===== config.mk =====
export PLATFORM = sky130hd
export DESIGN_NAME = imul_unit
export DESIGN_NICKNAME = d
export VERILOG_FILES = /design/src/rtl/imul_pkg.sv /design/src/rtl/imul_array16.sv /design/src/rtl/imul_seq.sv /design/src/rtl/imul_mac.sv /design/src/rtl/imul_unit.sv
export SDC_FILE = /design/constraint.sdc
export NUM_CORES = 2
export LEC_CHECK = 0
export ABC_AREA = 1
export BUFFER_PORTS_ARGS = -buffer_cell sky130_fd_sc_hd__buf_2
export CAP_MARGIN = 20
export CORE_ASPECT_RATIO = 0.7
export CORE_MARGIN = 2
export CORE_UTILIZATION = 50
export CTS_CLUSTER_SIZE = 12
export DETAILED_ROUTE_END_ITERATION = 12
export PLACE_DENSITY = 0.66
export RECOVER_POWER = 50
export SETUP_SLACK_MARGIN = 0.1
export SLEW_MARGIN = 15
export SYNTH_ARGS = -nofsm -noshare
export SYNTH_HDL_FRONTEND = slang
export SYNTH_HIERARCHICAL = 1
export SYNTH_SLANG_ARGS = --single-unit

===== constraint.sdc =====
create_clock -name clk -period 28.7 [get_ports clk]
set_input_delay 5.74 -clock clk [delete_from_list [all_inputs] [get_ports clk]]
set_output_delay 5.74 -clock clk [all_outputs]
set_load 0.02 [all_outputs]

===== src/rtl/imul_pkg.sv =====
`timescale 1ns/1ps
// Shared widths and helpers for the iterative multiplier.
// Assumes the operand width is even so it splits into two halves.
package imul_pkg;
    parameter int unsigned OPW = 32;          // operand width
    parameter int unsigned HW  = OPW / 2;     // half-operand width
    parameter int unsigned PW  = 2 * OPW;     // full product width
    parameter int unsigned AW  = 40;          // accumulator width
    parameter int unsigned HPW = 2 * HW;      // partial product width

    // Partial product index: bit 1 picks the high half of A, bit 0 the high half of B
    typedef logic [1:0] pp_idx_t;
    localparam pp_idx_t LAST_PP = 2'd3;

    // Places a partial product at its offset in the full-width sum
    function automatic logic [PW-1:0] place_pp(input logic [HPW-1:0] pp, input pp_idx_t idx);
        logic [PW-1:0] wide;
        wide = {{(PW-HPW){1'b0}}, pp};
        case (idx)
            2'd0:    place_pp = wide;
            2'd3:    place_pp = wide << (2 * HW);
            default: place_pp = wide << HW;
        endcase
    endfunction
endpackage


===== src/rtl/imul_array16.sv =====
`timescale 1ns/1ps
// Half-width multiplier array, purely combinational.
// sgn_i=1 treats both inputs as two's complement; the low HPW bits are
// returned, which are exact for both signed and unsigned inputs.
module imul_array16
    import imul_pkg::*;
(
    input  logic [HW-1:0]  x_i,
    input  logic [HW-1:0]  y_i,
    input  logic           sgn_i,
    output logic [HPW-1:0] p_o
);
    logic signed [HW:0]    xs;
    logic signed [HW:0]    ys;
    logic signed [HPW+1:0] full;

    // Extends each input by one bit then multiplies as signed numbers
    always_comb begin
        xs   = {sgn_i & x_i[HW-1], x_i};
        ys   = {sgn_i & y_i[HW-1], y_i};
        full = xs * ys;
        p_o  = full[HPW-1:0];
    end
endmodule


===== src/rtl/imul_seq.sv =====
`timescale 1ns/1ps
// Multiply sequencer: takes operand magnitudes, issues four half-width
// partial products to the shared array, sums them and fixes the sign.
// PIPE_STAGE=1 registers each partial product before the adder.
// Assumes go_i is raised only while busy_o is low.
module imul_seq
    import imul_pkg::*;
#(
    parameter int unsigned PIPE_STAGE = 0
)(
    input  logic           clk,
    input  logic           rst_n,
    input  logic           go_i,
    input  logic           sgn_i,
    input  logic [OPW-1:0] a_i,
    input  logic [OPW-1:0] b_i,
    input  logic [HPW-1:0] pp_i,
    output logic [HW-1:0]  x_o,
    output logic [HW-1:0]  y_o,
    output logic           busy_o,
    output logic           fin_o,
    output logic [PW-1:0]  prod_o
);
    logic [OPW-1:0] mag_a, mag_b;
    logic           neg_q;
    logic           issuing;
    pp_idx_t        iss_idx;
    logic [PW-1:0]  sum_q;
    logic [PW-1:0]  total;
    logic           fin_q;
    logic [PW-1:0]  prod_q;

    logic           add_vld;
    pp_idx_t        add_idx;
    logic [HPW-1:0] add_pp;
    logic           stage_busy;

    // Captures operand magnitudes and steps through the four partial products
    always_ff @(posedge clk) begin
        if (!rst_n) begin
            mag_a   <= '0;
            mag_b   <= '0;
            neg_q   <= 1'b0;
            issuing <= 1'b0;
            iss_idx <= '0;
        end else if (go_i) begin
            mag_a   <= (sgn_i && a_i[OPW-1]) ? (~a_i + 1'b1) : a_i;
            mag_b   <= (sgn_i && b_i[OPW-1]) ? (~b_i + 1'b1) : b_i;
            neg_q   <= sgn_i & (a_i[OPW-1] ^ b_i[OPW-1]);
            issuing <= 1'b1;
            iss_idx <= '0;
        end else if (issuing) begin
            iss_idx <= iss_idx + 1'b1;
            if (iss_idx == LAST_PP) begin
                issuing <= 1'b0;
            end
        end
    end

    // Selects the operand halves for the current partial product
    always_comb begin
        x_o = iss_idx[1] ? mag_a[OPW-1:HW] : mag_a[HW-1:0];
        y_o = iss_idx[0] ? mag_b[OPW-1:HW] : mag_b[HW-1:0];
    end

    generate
        if (PIPE_STAGE != 0) begin : g_pipe
            logic           st_vld;
            pp_idx_t        st_idx;
            logic [HPW-1:0] st_pp;

            // Holds one partial product between the array and the adder
            always_ff @(posedge clk) begin
                if (!rst_n) begin
                    st_vld <= 1'b0;
                    st_idx <= '0;
                    st_pp  <= '0;
                end else begin
                    st_vld <= issuing;
                    st_idx <= iss_idx;
                    st_pp  <= pp_i;
                end
            end

            assign add_vld    = st_vld;
            assign add_idx    = st_idx;
            assign add_pp     = st_pp;
            assign stage_busy = st_vld;
        end else begin : g_direct
            assign add_vld    = issuing;
            assign add_idx    = iss_idx;
            assign add_pp     = pp_i;
            assign stage_busy = 1'b0;
        end
    endgenerate

    // Forms the running sum including the arriving partial product
    always_comb begin
        total = sum_q + place_pp(add_pp, add_idx);
    end

    // Accumulates partial products and publishes the signed-corrected result
    always_ff @(posedge clk) begin
        if (!rst_n) begin
            sum_q  <= '0;
            fin_q  <= 1'b0;
            prod_q <= '0;
        end else begin
            fin_q <= 1'b0;
            if (add_vld) begin
                if (add_idx == LAST_PP) begin
                    sum_q  <= '0;
                    fin_q  <= 1'b1;
                    prod_q <= neg_q ? (~total + 1'b1) : total;
                end else begin
                    sum_q  <= total;
                end
            end
        end
    end

    assign busy_o = issuing | stage_busy;
    assign fin_o  = fin_q;
    assign prod_o = prod_q;
endmodule


===== src/rtl/imul_mac.sv =====
`timescale 1ns/1ps
// Multiply-accumulate register: widens a half-width product and adds it
// into the accumulator. A clear at the same edge as an add leaves only
// the new product. Assumes p_i is the array output for the same cycle.
module imul_mac
    import imul_pkg::*;
(
    input  logic           clk,
    input  logic           rst_n,
    input  logic           clr_i,
    input  logic           go_i,
    input  logic           sgn_i,
    input  logic [HPW-1:0] p_i,
    output logic [AW-1:0]  acc_o,
    output logic           done_o
);
    logic [AW-1:0] acc_q;
    logic [AW-1:0] widened;
    logic          done_q;

    // Sign- or zero-extends the product to accumulator width
    always_comb begin
        widened = {{(AW-HPW){sgn_i & p_i[HPW-1]}}, p_i};
    end

    // Updates the accumulator with clear taking effect before the add
    always_ff @(posedge clk) begin
        if (!rst_n) begin
            acc_q  <= '0;
            done_q <= 1'b0;
        end else begin
            done_q <= go_i;
            if (go_i) begin
                acc_q <= (clr_i ? '0 : acc_q) + widened;
            end else if (clr_i) begin
                acc_q <= '0;
            end
        end
    end

    assign acc_o  = acc_q;
    assign done_o = done_q;
endmodule


===== src/rtl/imul_unit.sv =====
`timescale 1ns/1ps
// Iterative multiplier top: one half-width array shared between the
// four-step 32x32 multiply and the single-cycle multiply-accumulate.
// Multiply-accumulate exists only when PIPE_STAGE=0; otherwise such
// requests are dropped. Assumes callers hold operands only in the start cycle.
module imul_unit
    import imul_pkg::*;
#(
    parameter int unsigned PIPE_STAGE = 0
)(
    input  logic           clk,
    input  logic           rst_n,
    input  logic           start_i,
    input  logic           mac_i,
    input  logic           signed_i,
    input  logic [OPW-1:0] a_i,
    input  logic [OPW-1:0] b_i,
    input  logic           acc_clr_i,
    output logic           busy_o,
    output logic           done_o,
    output logic [PW-1:0]  result_o,
    output logic [AW-1:0]  acc_o
);
    localparam bit MAC_OK = (PIPE_STAGE == 0);

    logic           seq_busy;
    logic           seq_fin;
    logic           mul_go;
    logic           mac_go;
    logic           mac_done;
    logic [HW-1:0]  seq_x, seq_y;
    logic [HW-1:0]  arr_x, arr_y;
    logic           arr_sgn;
    logic [HPW-1:0] arr_p;

    // Decodes accepted requests; any start while busy is dropped
    always_comb begin
        mul_go = start_i & ~seq_busy & ~mac_i;
        mac_go = start_i & ~seq_busy & mac_i & MAC_OK;
    end

    // Routes the array to the sequencer while busy, else to the MAC operands
    always_comb begin
        arr_x   = seq_busy ? seq_x : a_i[HW-1:0];
        arr_y   = seq_busy ? seq_y : b_i[HW-1:0];
        arr_sgn = ~seq_busy & signed_i;
    end

    imul_array16 u_array (
        .x_i   (arr_x),
        .y_i   (arr_y),
        .sgn_i (arr_sgn),
        .p_o   (arr_p)
    );

    imul_seq #(.PIPE_STAGE(PIPE_STAGE)) u_seq (
        .clk    (clk),
        .rst_n  (rst_n),
        .go_i   (mul_go),
        .sgn_i  (signed_i),
        .a_i    (a_i),
        .b_i    (b_i),
        .pp_i   (arr_p),
        .x_o    (seq_x),
        .y_o    (seq_y),
        .busy_o (seq_busy),
        .fin_o  (seq_fin),
        .prod_o (result_o)
    );

    imul_mac u_mac (
        .clk    (clk),
        .rst_n  (rst_n),
        .clr_i  (acc_clr_i),
        .go_i   (mac_go),
        .sgn_i  (signed_i),
        .p_i    (arr_p),
        .acc_o  (acc_o),
        .done_o (mac_done)
    );

    assign busy_o = seq_busy;
    assign done_o = seq_fin | mac_done;
endmodule


==> results.py <==
metrics = {
    "outcome": {
        "status": "complete, but fails checks",
        "violations": "max-capacitance violations, max-slew violations",
    },
    "setup_path": {
        "path_class": "primary input to flip-flop",
        "r2r-start": "u_seq/busy_o",
        "reg2regPathDepth": 48,
        "path_common_cell": "nand2_1",
        "r2r_end": "u_seq/prod_o[60]",
        "r2r_slack_ps": 17120,
        "startpoint_type": "primary input",
        "cpPeakStageDelay_ps": 820,
        "cp-end-kind": "flip-flop",
        "crit_fanout": 18,
        "cpMaxStageDelayCell": "fa_1",
        "cp.required_ps": 29240,
        "crit_arrival_ps": 16100,
    },
    "global_route": {
        "grt_first_pass_wirelength_mm": 185.8,
        "grtUsageTotal_pct": 33.94,
        "grt_pass1_vias": 32660,
        "grt_max_degree": 103,
        "antenna_found_initial": 6,
        "grt_overflow": 0,
    },
    "synth": {
        "ys_top_cells_by_area": "nand2_1 19%, fa_1 17%, dfxtp_1 14%",
        "yosysUniqueCellTypes": 58,
        "synth_area_um2": 34230,
        "synthArstFlopShare_pct": 0,
        "yosysWarnings": 6,
        "synthCells": 5672,
        "synth-seq-area-share_pct": 13.92,
        "synth_top_area_share_pct": 19.38,
        "synthSimpleGateAreaFrac_pct": 34.71,
        "synth_fa_ha_area_share_pct": 23.66,
        "muxShareOfSynthArea_pct": 0,
        "synth_xor_area_share_pct": 2.047,
        "yosysMostFrequentCell": "nand2_1",
        "syn_nets": 6219,
        "synth_top_family_by_area": "simple AND/OR/NAND/NOR gates",
        "synth_edf_count": 0,
        "ys_top_cells_by_count": "1767 x nand2_1, 1266 x inv_1, 468 x nor2_1",
        "postSynthAreaPerCell_um2": 6.035,
        "synth-seq-cells": 238,
        "ys.flop_type": "dfxtp_1",
        "yosys.area.top_type": "nand2_1",
        "synth_compound_area_share_pct": 9.569,
    },
    "clock_network": {
        "cts_buffer_depth": 3,
        "insertion_delay_ps": 650,
        "cts.repair.resized": 0,
        "cts.sinks": 238,
        "cts_root_buffer": "clkbuf_16",
        "post_cts.repair.setup_buffers": 0,
        "cts_hold_buffers": 0,
        "cts_inserted_buffers": 30,
        "path_clk_slew_ps": 60,
        "cts_tree": "yes",
        "htreeDepth": 1,
    },
    "timing": {
        "maxSlewViolCount": 130,
        "hold_viol_final": 0,
        "fmax_mhz": 64.24,
        "finalCritPeriodShare_pct": 54.24,
        "fin_hold_ws_ps": 463.2,
        "finalCriticalPeriod_ps": 15570,
        "max_slew_margin_pct": -115.0,
        "fin_skew_ps": 50.02,
        "setup_viol": 0,
        "tightest_slew_ps": 3224,
        "setup-tns-final_ps": 0,
        "rsz0062_at_grt": "no",
    },
    "finish": {
        "area_growth_pct": 6.729,
        "fillers": 7247,
        "final_core_util_pct": 53.76,
        "nets": 6282,
        "area.sequential_um2": 4766,
        "drive_above_1_share_pct": 5.664,
        "multiInputGateArea_um2": 23960,
        "postLayoutCellArea_um2": 36540,
    },
    "detailed_routing": {
        "drc": 0,
        "vias_per_cell": 5.289,
        "num_vias": 35230,
        "dr.pass1.iters": 6,
        "drt_iter0_drc": 4030,
        "wl_per_cell_um": 17.97,
        "ant_nets": 0,
        "drt_wl_total_mm": 119.7,
    },
    "worst_hold_path": {
        "holdPathStages": 2,
        "hold_end": "u_seq/mag_a[25]",
        "min_path_type": "flip-flop to flip-flop",
        "min_from": "u_seq/mag_a[25]",
    },
    "placed_design": {
        "placed_cell_area_um2": 35740,
        "dp_hpwl_mm": 97.43,
        "io_buffers": 175,
        "place_congestion": 1.004,
    },
    "floorplanning": {
        "rows": 80,
        "io_pins": 176,
        "core-area_um2": 67970,
        "die_h_um": 222.9,
        "initial_core_util_pct": 50.37,
        "die_x_um": 316.7,
        "dieArea_um2": 70610,
    },
    "run": {
        "maxCapViolCount": 3,
    },
}
==> worst max-delay path, delay by kind of cell <==
| kind | cells | cell delay (ps) |
|---|---|---|
| AND/OR/NAND/NOR | 28 | 4440 |
| adder cells (fa/ha/maj) | 8 | 4390 |
| buffers and inverters | 9 | 1290 |
| AO/OA/AOI/OAI | 2 | 200 |
==> worst max path at each step <==
stage               startpoint          endpoint  slack [ps]  cells after the start
floorplan              a_i[15]  u_seq/prod_o[58]       15290                     49
finish                 a_i[15]  u_seq/prod_o[60]       13130                     47
global placement       a_i[15]  u_seq/prod_o[63]       12700                     43
global route           a_i[15]  u_seq/prod_o[63]       12270                     49
detailed placement     a_i[15]  u_seq/prod_o[63]       12740                     48
CTS                    a_i[15]  u_seq/prod_o[63]       13400                     48
==> area by class of cell <==
| type | instances | area share, % |
|---|---|---|
| diodes | 2 | 0.01370 |
| clock buffers | 39 | 2.229 |
| clock inverters | 14 | 0.3699 |
| inverters | 1279 | 13.16 |
| multi-input cells | 3985 | 65.57 |
| flip-flops and latches | 238 | 13.04 |
| well taps | 902 | 3.089 |
| repair buffers | 201 | 2.520 |
==> sequential cells by signal, summed over array words and instances (netlist names) <==
name           flops
u_mac/acc_o       40
u_mac/done_o       1
u_seq/add_idx      2
u_seq/busy_o       1
u_seq/fin_o        1
u_seq/mag_a       32
u_seq/mag_b       32
u_seq/neg_q        1
u_seq/prod_o      64
u_seq/sum_q       64
==> per-stage QoR <==
step                      setup WS, ps  instances
after detailed placement         12740       6605
after global routing             12270       6660
after global placement           12700       6605
after CTS                        13400       6658
after floorplan                  15290       5672
final                            13130       6660
==> routing by layer <==
| metal | wire length [um] | GRT usage [%] | vias up |
|---|---|---|---|
| li1 | - | - | 17250 |
| met1 | 57240 | 52.66 | 16210 |
| met2 | 44360 | 45.46 | 1598 |
| met3 | 15360 | 10.28 | 154 |
| met4 | 2605 | 6.726 | 8 |
| met5 | 113 | 0.7576 | - |
==> cell usage in the layout, fill, tap and decap left out, drive strengths merged, types with 42 or more instances in the layout <==
cell type,Yosys,routed
ha,193,193
o22ai,42,42
xor2,51,51
fa,284,284
nand2,1849,1849
nor3,50,50
o21ai,270,270
nor2,511,511
dfxtp,238,238
buf,31,89
clkbuf,139,151
nand3,326,326
inv,1272,1274
a21oi,225,225
==> cells by family after synthesis <==
group           count (synthesis)
buf+inv                      1449
compound gates                597
fa+ha+maj                     477
xor+xnor                       80
flops                         238
simple gates                 2831
Power is left out: the tool's default activity adds up to more than one toggle a clock period on the data nets, which glitch-free logic cannot reach.
